[config.mk]
export PLATFORM = sky130hd
export DESIGN_NAME = nibble_frame_gen
export DESIGN_NICKNAME = d
export VERILOG_FILES = /design/src/rtl/nfg_pkg.sv /design/src/rtl/nfg_crc_nibble.sv /design/src/rtl/nfg_body_rom.sv /design/src/rtl/nibble_frame_gen.sv
export SDC_FILE = /design/constraint.sdc
export NUM_CORES = 1
export LEC_CHECK = 0
export ABC_AREA = 1
export BUFFER_PORTS_ARGS = -buffer_cell sky130_fd_sc_hd__buf_2
export CORE_MARGIN = 5
export CORE_UTILIZATION = 50
export CTS_CLUSTER_DIAMETER = 100
export CTS_CLUSTER_SIZE = 24
export DETAILED_ROUTE_END_ITERATION = 16
export PLACE_DENSITY = 0.72
export REMOVE_ABC_BUFFERS = 1
export SKIP_LAST_GASP = 1
export SLEW_MARGIN = 10
export SYNTH_ARGS = -nofsm -noshare
export SYNTH_HDL_FRONTEND = slang
export SYNTH_SLANG_ARGS = --single-unit
[constraint.sdc]
create_clock -name clk -period 4.14 [get_ports clk]
set_input_delay 0 -clock clk [delete_from_list [all_inputs] [get_ports clk]]
set_output_delay 0 -clock clk [all_outputs]
set_load 0.02 [all_outputs]
[src/rtl/nfg_pkg.sv]
package nfg_pkg;

    typedef enum logic [2:0] {
        PH_IDLE = 3'd0,
        PH_PRE  = 3'd1,
        PH_BODY = 3'd2,
        PH_FCS  = 3'd3,
        PH_GAP  = 3'd4
    } phase_e;

    localparam int          PRE_BYTES = 8;
    localparam int          HDR_BYTES = 14;
    localparam int          FCS_BYTES = 4;
    localparam logic [7:0]  PRE_OCTET = 8'h55;
    localparam logic [7:0]  SFD_OCTET = 8'hD5;
    localparam logic [31:0] CRC_INIT  = 32'hFFFF_FFFF;
    localparam logic [31:0] CRC_POLY_REFL = 32'hEDB8_8320;

endpackage

[src/rtl/nfg_crc_nibble.sv]
module nfg_crc_nibble
    import nfg_pkg::*;
(
    input  logic [31:0] crc_i,
    input  logic [3:0]  nib_i,
    output logic [31:0] crc_o
);
    logic [31:0] stage [0:4];

    assign stage[0] = crc_i ^ {28'h0, nib_i};

    for (genvar b = 0; b < 4; b++) begin : g_bit
        assign stage[b+1] = stage[b][0] ? ((stage[b] >> 1) ^ CRC_POLY_REFL)
                                        :  (stage[b] >> 1);
    end

    assign crc_o = stage[4];
endmodule

[src/rtl/nfg_body_rom.sv]
module nfg_body_rom
    import nfg_pkg::*;
#(
    parameter logic [47:0] DST_MAC     = 48'h0A1B_2C3D_4E5F,
    parameter logic [47:0] SRC_MAC     = 48'h025A_5A00_0001,
    parameter int          PAYLOAD_LEN = 40,
    parameter logic [7:0]  PAY_SEED    = 8'h30,
    parameter logic [7:0]  PAY_STEP    = 8'h03,
    parameter int          IW          = 6
) (
    input  logic [IW-1:0] idx_i,
    output logic [7:0]    byte_o
);
    localparam logic [15:0] LEN_FIELD = 16'(PAYLOAD_LEN);

    int          pos;
    int          pay_pos;
    logic [47:0] dst_sh;
    logic [47:0] src_sh;

    always_comb begin
        pos     = int'(idx_i);
        pay_pos = pos - HDR_BYTES;
        dst_sh  = DST_MAC >> (8 * (5 - (pos % 6)));
        src_sh  = SRC_MAC >> (8 * (5 - (pos % 6)));
        if (pos < 6) begin
            byte_o = dst_sh[7:0];
        end else if (pos < 12) begin
            byte_o = src_sh[7:0];
        end else if (pos == 12) begin
            byte_o = LEN_FIELD[15:8];
        end else if (pos == 13) begin
            byte_o = LEN_FIELD[7:0];
        end else if (pay_pos < PAYLOAD_LEN) begin
            byte_o = 8'(int'(PAY_SEED) + int'(PAY_STEP) * pay_pos);
        end else begin
            byte_o = 8'h00;
        end
    end
endmodule

[src/rtl/nibble_frame_gen.sv]
module nibble_frame_gen
    import nfg_pkg::*;
#(
    parameter logic [47:0] DST_MAC     = 48'h0A1B_2C3D_4E5F,
    parameter logic [47:0] SRC_MAC     = 48'h025A_5A00_0001,
    parameter int          PAYLOAD_LEN = 40,
    parameter logic [7:0]  PAY_SEED    = 8'h30,
    parameter logic [7:0]  PAY_STEP    = 8'h03,
    parameter int          MIN_PAYLOAD = 46,
    parameter int          GAP_NIBBLES = 24
) (
    input  logic       clk,
    input  logic       rst_n,
    input  logic       continuous_i,
    input  logic       start_i,
    output logic [3:0] txd_o,
    output logic       tx_en_o,
    output logic       busy_o
);
    localparam int PADDED_LEN    = (PAYLOAD_LEN < MIN_PAYLOAD) ? MIN_PAYLOAD : PAYLOAD_LEN;
    localparam int BODY_BYTES    = HDR_BYTES + PADDED_LEN;
    localparam int FRAME_NIBBLES = 2 * (PRE_BYTES + BODY_BYTES + FCS_BYTES);
    localparam int CNT_TOP       = (BODY_BYTES > GAP_NIBBLES) ? BODY_BYTES : GAP_NIBBLES;
    localparam int CW            = $clog2(CNT_TOP + 1);
    localparam logic [CW-1:0] PRE_LAST  = CW'(PRE_BYTES - 1);
    localparam logic [CW-1:0] BODY_LAST = CW'(BODY_BYTES - 1);
    localparam logic [CW-1:0] FCS_LAST  = CW'(FCS_BYTES - 1);
    localparam logic [CW-1:0] GAP_LAST  = CW'(GAP_NIBBLES - 1);

    typedef struct packed {
        phase_e        phase;
        logic [CW-1:0] idx;
        logic          hi;
        logic [31:0]   crc;
        logic          start_prev;
    } gen_state_t;

    gen_state_t s_q, s_d;

    logic [7:0]    body_byte;
    logic [7:0]    cur_byte;
    logic [3:0]    cur_nib;
    logic [31:0]   crc_step;
    logic [31:0]   fcs_word;
    logic [31:0]   fcs_sh;
    logic          line_active;
    logic          start_rise;
    logic [CW-1:0] last_idx;
    phase_e        after_phase;

    nfg_body_rom #(
        .DST_MAC     (DST_MAC),
        .SRC_MAC     (SRC_MAC),
        .PAYLOAD_LEN (PAYLOAD_LEN),
        .PAY_SEED    (PAY_SEED),
        .PAY_STEP    (PAY_STEP),
        .IW          (CW)
    ) u_rom (
        .idx_i  (s_q.idx),
        .byte_o (body_byte)
    );

    nfg_crc_nibble u_crc (
        .crc_i (s_q.crc),
        .nib_i (cur_nib),
        .crc_o (crc_step)
    );

    // Output side: the nibble in flight is a function of the registered state only.
    always_comb begin
        fcs_word = ~s_q.crc;
        fcs_sh   = fcs_word >> {s_q.idx[1:0], 3'b000};
        unique case (s_q.phase)
            PH_PRE:  cur_byte = (s_q.idx == PRE_LAST) ? SFD_OCTET : PRE_OCTET;
            PH_BODY: cur_byte = body_byte;
            PH_FCS:  cur_byte = fcs_sh[7:0];
            default: cur_byte = 8'h00;
        endcase
        cur_nib     = s_q.hi ? cur_byte[7:4] : cur_byte[3:0];
        line_active = (s_q.phase == PH_PRE) || (s_q.phase == PH_BODY) || (s_q.phase == PH_FCS);
    end

    assign txd_o   = line_active ? cur_nib : 4'h0;
    assign tx_en_o = line_active;
    assign busy_o  = (s_q.phase != PH_IDLE);

    // Section bounds for the byte-stepped phases.
    always_comb begin
        unique case (s_q.phase)
            PH_PRE:  begin last_idx = PRE_LAST;  after_phase = PH_BODY; end
            PH_BODY: begin last_idx = BODY_LAST; after_phase = PH_FCS;  end
            PH_FCS:  begin last_idx = FCS_LAST;  after_phase = PH_GAP;  end
            default: begin last_idx = '0;        after_phase = PH_IDLE; end
        endcase
    end

    always_comb begin
        s_d            = s_q;
        s_d.start_prev = start_i;
        start_rise     = start_i & ~s_q.start_prev;
        unique case (s_q.phase)
            PH_IDLE: begin
                if (continuous_i || start_rise) begin
                    s_d.phase = PH_PRE;
                    s_d.idx   = '0;
                    s_d.hi    = 1'b0;
                    s_d.crc   = CRC_INIT;
                end
            end
            PH_PRE, PH_BODY, PH_FCS: begin
                if (s_q.phase == PH_BODY) begin
                    s_d.crc = crc_step;
                end
                s_d.hi = ~s_q.hi;
                if (s_q.hi) begin
                    if (s_q.idx == last_idx) begin
                        s_d.idx   = '0;
                        s_d.phase = after_phase;
                    end else begin
                        s_d.idx = s_q.idx + 1'b1;
                    end
                end
            end
            PH_GAP: begin
                if (s_q.idx == GAP_LAST) begin
                    s_d.idx = '0;
                    s_d.hi  = 1'b0;
                    if (continuous_i) begin
                        s_d.phase = PH_PRE;
                        s_d.crc   = CRC_INIT;
                    end else begin
                        s_d.phase = PH_IDLE;
                    end
                end else begin
                    s_d.idx = s_q.idx + 1'b1;
                end
            end
            default: s_d.phase = PH_IDLE;
        endcase
    end

    always_ff @(posedge clk or negedge rst_n) begin
        if (!rst_n) begin
            s_q <= '{phase: PH_IDLE, idx: '0, hi: 1'b0, crc: CRC_INIT, start_prev: 1'b0};
        end else begin
            s_q <= s_d;
        end
    end
endmodule

Word level (Yosys, flattened, before mapping)
Cells that the tools add are included.

Bits in registers: 43. Input bits: 4. Output and inout port bits: 6.

$add $sub $neg: 4. Multiply operators: 1. Divide/modulo/power cells: 1. Magnitude comparators: 3. Equality and inequality tests: 15. Shift operators: 3. Mux-type cells: 27. Bitwise operators: 9. Reductions and logical operators: 11.

Operators by type and width (number): 32-bit two-way mux (6); 39-bit one-hot mux with 3 select lines (1); 13-bit inverter with 14-bit output (4); 8-bit two-way mux (6); 44-bit by 32-bit right shift with 8-bit output, first input constant (1); 42-bit two-way mux (1); 42-bit by 32-bit right shift with 8-bit output, first input constant (1); 33-bit two-way mux (1); 32-bit by 7-bit less-than comparator with 1-bit output, second input constant (1); 7-bit by 4-bit remainder unit with 32-bit output, second input constant (1); 3-bit by 32-bit multiplier with 8-bit output, first input constant (1); 32-bit inverter (1); 32-bit by 5-bit right shift with 8-bit output (1); 32-bit by 4-bit XOR with 32-bit output (1); 4-bit by 29-bit subtractor with 29-bit output, first input constant (1); 8-bit one-hot mux with 3 select lines (1); 6-bit by 5-bit equality test with 1-bit output, second input constant (3); 3-bit one-hot mux with 3 select lines (2); 6-bit one-hot mux with 3 select lines (1); 6-bit two-way mux (2); 2-bit != test, second input constant (6); 9-bit two-way mux (1); 7-bit by 8-bit adder with 8-bit output, first input constant (1); 4-bit two-way mux (2); other kinds (20) (27).

Depth between registers and ports, before layout
Depth after elaboration: 21. Mapped depth: 41. Gate-level depth less buffers: 38.

Cells and area by module
A second synthesis with hierarchy kept.

Cell total of the unflattened synthesis: 717. Area total of the unflattened synthesis: 4628.2 µm².

Modules (own cells, without submodules): nibble_frame_gen (instances 1, cells each 322, area each 2462.4 µm², seq. area each 1116.1 µm²); nfg_body_rom (instances 1, cells each 219, area each 1342.5 µm², seq. area each 0.0 µm²); nfg_crc_nibble (instances 1, cells each 176, area each 823.3 µm², seq. area each 0.0 µm²).

Least setup slack after synthesis
Ideal clock, no wire load.

Path kind: register to register. From: register s_q[35] (netlist bit). To: register s_q[13] (netlist bit). Arrival: 4.146 ns. Required time: 4.081 ns. Setup slack: -0.065 ns. Stages on the path, launching flop included: 35. Clock period less this slack: 4.205 ns. Cell sequence: dfrtp_1 > inv_1 > clkbuf_1 > ha_1 > or2_2 > nand3_1 > nand3_2 > nor2_4 > nor2_1 > nor2_4 > nand3_2 > nand3_4 > nand2_2 > nand2_2 > inv_2 > ha_1 > a21oi_2 > nand3_1 > nand2_2 > nand3_2 > a21oi_2 > nand2_1 > nand2_1 > nand2_1 > nand2_1 > nand2_1 > nand2_2 > nand2_2 > nand2_1 > nand2_2 > buf_6 > or2_1 > nand3_1 > o21ai_1 > inv_1.

Word-level cells in the longest chain between the ends: 17. Elaborated cells on any way between the ends: 30. Those cells by class: add/sub: 3; mul: 1; div: 1; order compare: 3; eq/ne: 4; shift: 3; mux: 13; bitwise: 1; reduce/logical: 1.

RTL lines: from (decl) (line nibble_frame_gen.sv:38) `gen_state_t s_q, s_d;`; from (signal assigned) (line nibble_frame_gen.sv:144) `s_q <= '{phase: PH_IDLE, idx: '0, hi: 1'b0, crc: CRC_INIT, start_prev: 1'b0};`; branches (longest 17 deep; another with 7-bit by 4-bit remainder unit with 32-bit output).

Several ways; the timed one is not identified. The select of a mux whose other input is x is not followed. A chain may end at the register's enable or synchronous reset.

Worst setup path after layout
From: register s_q[38] (netlist bit). To: register s_q[6] (netlist bit).

Word-level cells in the longest chain between the ends: 18. Elaborated cells on any way between the ends: 32. Those cells by class: add/sub: 3; mul: 1; div: 1; order compare: 3; eq/ne: 5; shift: 2; mux: 14; bitwise: 2; reduce/logical: 1.

RTL lines: branches (longest 18 deep; another with 7-bit by 4-bit remainder unit with 32-bit output).

Several ways; the timed one is not identified. The select of a mux whose other input is x is not followed.

==> results.md <==
* Worst hold stages at 5
* CTS root buf: clkbuf_8
* # rows at 33
* Max FFs per register at 43
* Worst r2r src: s_q[38]$_DFFE_PN0P_
* DP Cell Count at between 700 and 800
* Yosys cell types at approximately 50
* Clock latency on the worst-skew pair at 0.31 ns
* Period utilization at 103%
* DP Worst Slack at -0.131 ns
* Starting density of the core at 50.4%
* Worst-path clk slew at ~0.10 ns
* Nets@finish at 693
* Proportion of layout cells with a drive suffix above 1 at between 30% and 40%
* Synth Instances at ~610
* GRT Resource Usage Total at a little under a quarter
* Syn-to-layout area delta at 28.3%
* DRT antenna net count at 0
* Largest net degree at the start of global routing at 44
* Min-Delay Path Class: in2reg
* Final Worst Setup Slack at -0.143 ns
* CTS Buffer Depth at 2
* Period minus WS final at between 4 and 5 ns
* Initial antenna violation count at 0
* Hold Path End: s_q[40]$_DFFE_PN0P_
* Slew Limit Headroom at around a third
* Routed vias/inst at between 5 and 6
* Min-delay src: continuous_i
* Ys Warns at 0
* Cell Count, Final, Fillers Out at just under 800
* Remaining DRCs at 0
* Arr. time, crit path at around 4.5 ns
* Failing checks: negative setup slack
* Power, Total at around 0.0046 W
* Reg2reg setup slack at -0.14 ns
* Biggest register: s_q
* Port Buffers at 9
* Top_reg_cell synth: dfstp_2
* Final setup vio count at 23
* DR pass1 iterations at 6
* Wirelength per Cell at around 16 um
* R2R depth at 34
* Final core occ at between 60% and 70%
* Clk sink count at between 40 and 50
* Unrepaired setup endpoints after global routing: yes
* Post-detailed-routing wire length at 12500 um
* Synth top area cells: dfstp_2, nand2_1, inv_1
* Worst Tran Pin Value at around 0.97 ns
* H-tree depth at 2
* Via count at approximately 4400
* Asr flop ratio synth at 100%
* Global route overflow at 0
* WS Path Type: reg2reg
* CP Data Required Time at 4.37 ns
* Fmax at 233 MHz
* Max Cap Viol at 0
* Post-synth top area share at 20.6%
* Register area share after synthesis at between 20% and 30%
* Syn Area/Cell at roughly 6.7 um2
* Max FO, Critical Path at 6
* EDFF count, synth at 0
* Core area at roughly 8100 um2
* CP max stage delay at roughly 0.39 ns
* Pwr dens at a little under 900 nW/um2
* Fillers at 703
* CTS tree: done
* Hold Vio Cnt, Final at 0
* Die area at around 10000 um2
* Vias in the first global route at ~4200
* Setup Skew at 0.0154 ns
* Pleak at ~2.5 nW
* Reg2reg end: s_q[6]$_DFFE_PN1P_
* Leading area contributor after synthesis: dfstp_2
* Peak supply drop at 0.570 mV
* 1st-iter DRT viols at around 310
* Startpoint types: flip-flop
* Global-route wire length before repair at slightly below 20000 um
* GP Congestion at between 0.9 and 1
* Worst Hold Slack at a little under 0.09 ns
* Num CTS Buffers at 5
* Max-slew violations at 0
* Status: complete, but fails checks
* Antenna diode count at 0
* Yosys reg bits at 43
* Die Height at ~100 um
* I/O pin count at 10
* CP max-delay cell: dfrtp_1
* Post-DP HPWL at 8320 um
* Worst setup EP type: flip-flop
* Biggest regs: s_q (43)
* Cell Area, Synth at between 4000 and 5000 um2
* Die W at between 100 and 150 um
* Cell mode on critical path: nand2_2
==> layer usage <==
| layer | global-route usage [%] | wire length [um] | share of wire (%) |
|---|---|---|---|
| met5 | 0 | 0 | 0 |
| met4 | 9.43 | 528 | 4.2 |
| met3 | 2.78 | 604 | 4.8 |
| met2 | 42.2 | 6470 | 52 |
| met1 | 28.0 | 4890 | 39 |
==> through the flow <==
step	area [um2]	setup TNS [ns]
6_report	5230	-1.81
5_1_grt	5230	-8.47
4_1_cts	4710	0
3_5_place_dp	4480	-0.904
3_3_place_gp	4480	0
2_1_floorplan	4000	-3.97
==> area by class of cell <==
type / count / area, um2 / share of cell area, %
Multi-Input combinational cell: 444 / 2960 / 56.5
Sequential cell: 43 / 1120 / 21.3
Timing Repair Buffer: 66 / 522 / 9.97
Inverter: 107 / 409 / 7.82
Tap cell: 105 / 131 / 2.51
Clock buffer: 6 / 82.6 / 1.58
Clock inverter: 2 / 13.8 / 0.263
==> worst max-delay path: cells and delay by family (launching register included) <==
kind | cells | cell delay [ns]
buf+inv | 4 | 0.31
flops | 1 | 0.39
simple gates | 22 | 2.13
fa+ha+maj | 2 | 0.47
compound gates | 5 | 0.70
xor+xnor | 1 | 0.16
==> cell usage in the layout, fill, tap and decap left out, drive strengths merged, types with 4 or more instances in the layout <==
| master | count |
|---|---|
| inv | 108 |
| dfstp | 32 |
| o21ai | 57 |
| clkbuf | 6 |
| nand2 | 162 |
| xor2 | 12 |
| nor3 | 4 |
| ha | 19 |
| dfrtp | 11 |
| buf | 64 |
| a21oi | 34 |
| nand4 | 8 |
| o22ai | 12 |
| nor2 | 50 |
| nand3 | 56 |
==> cells in the mapped netlist (3+ instances only) <==
library cell  instances
nand3_1              46
o21ai_1              14
o21ai_0              41
o22ai_1              12
dfrtp_1              11
nand3_2               9
dfstp_2              32
clkbuf_1             12
nor2_4                3
nand4_1               8
nor2_1               46
nand2_1             136
fa_1                  3
inv_2                 3
nand2_4               3
xor2_1               12
ha_1                 19
nand2_2              22
inv_1               103
a21oi_1              31
xnor2_1               3
nor3_1                3
==> report_power, final <==
part           internal, W  switching (W)  total (W)
sequential        0.000665       0.000156   0.000821
combinational      0.00132        0.00220    0.00351
clock             0.000137       0.000164   0.000300
==> cells by family (layout without fill, tap and decap cells) <==
group	after synthesis	after routing	share of synthesized area [%]
buf+inv	123	181	11.8
compound gates	124	124	17.8
flops	43	43	27.4
fa+ha+maj	22	22	7.30
xor+xnor	15	15	3.22
simple gates	282	283	32.5
==> worst max path at each step <==
stage | from | to
after detailed placement | s_q[39]$_DFFE_PN0P_ | s_q[24]$_DFFE_PN1P_
after CTS | s_q[39]$_DFFE_PN0P_ | s_q[24]$_DFFE_PN1P_
after floorplan | s_q[35]$_DFFE_PN0P_ | s_q[22]$_DFFE_PN1P_
final | s_q[38]$_DFFE_PN0P_ | s_q[6]$_DFFE_PN1P_
after global routing | s_q[38]$_DFFE_PN0P_ | s_q[13]$_DFFE_PN1P_
after global placement | s_q[35]$_DFFE_PN0P_ | s_q[24]$_DFFE_PN1P_
==> repair_timing <==
action | CTS | global route
gates cloned | 0 | 1
hold buffers | 2 | 0
pin swaps | 18 | 47
buffers inserted | 4 | 14
gates resized for setup | 22 | 94
setup endpoints to repair | 19 | 32
hold endpoints to repair | 12 | 0
(Power assumes the default switching activity.)
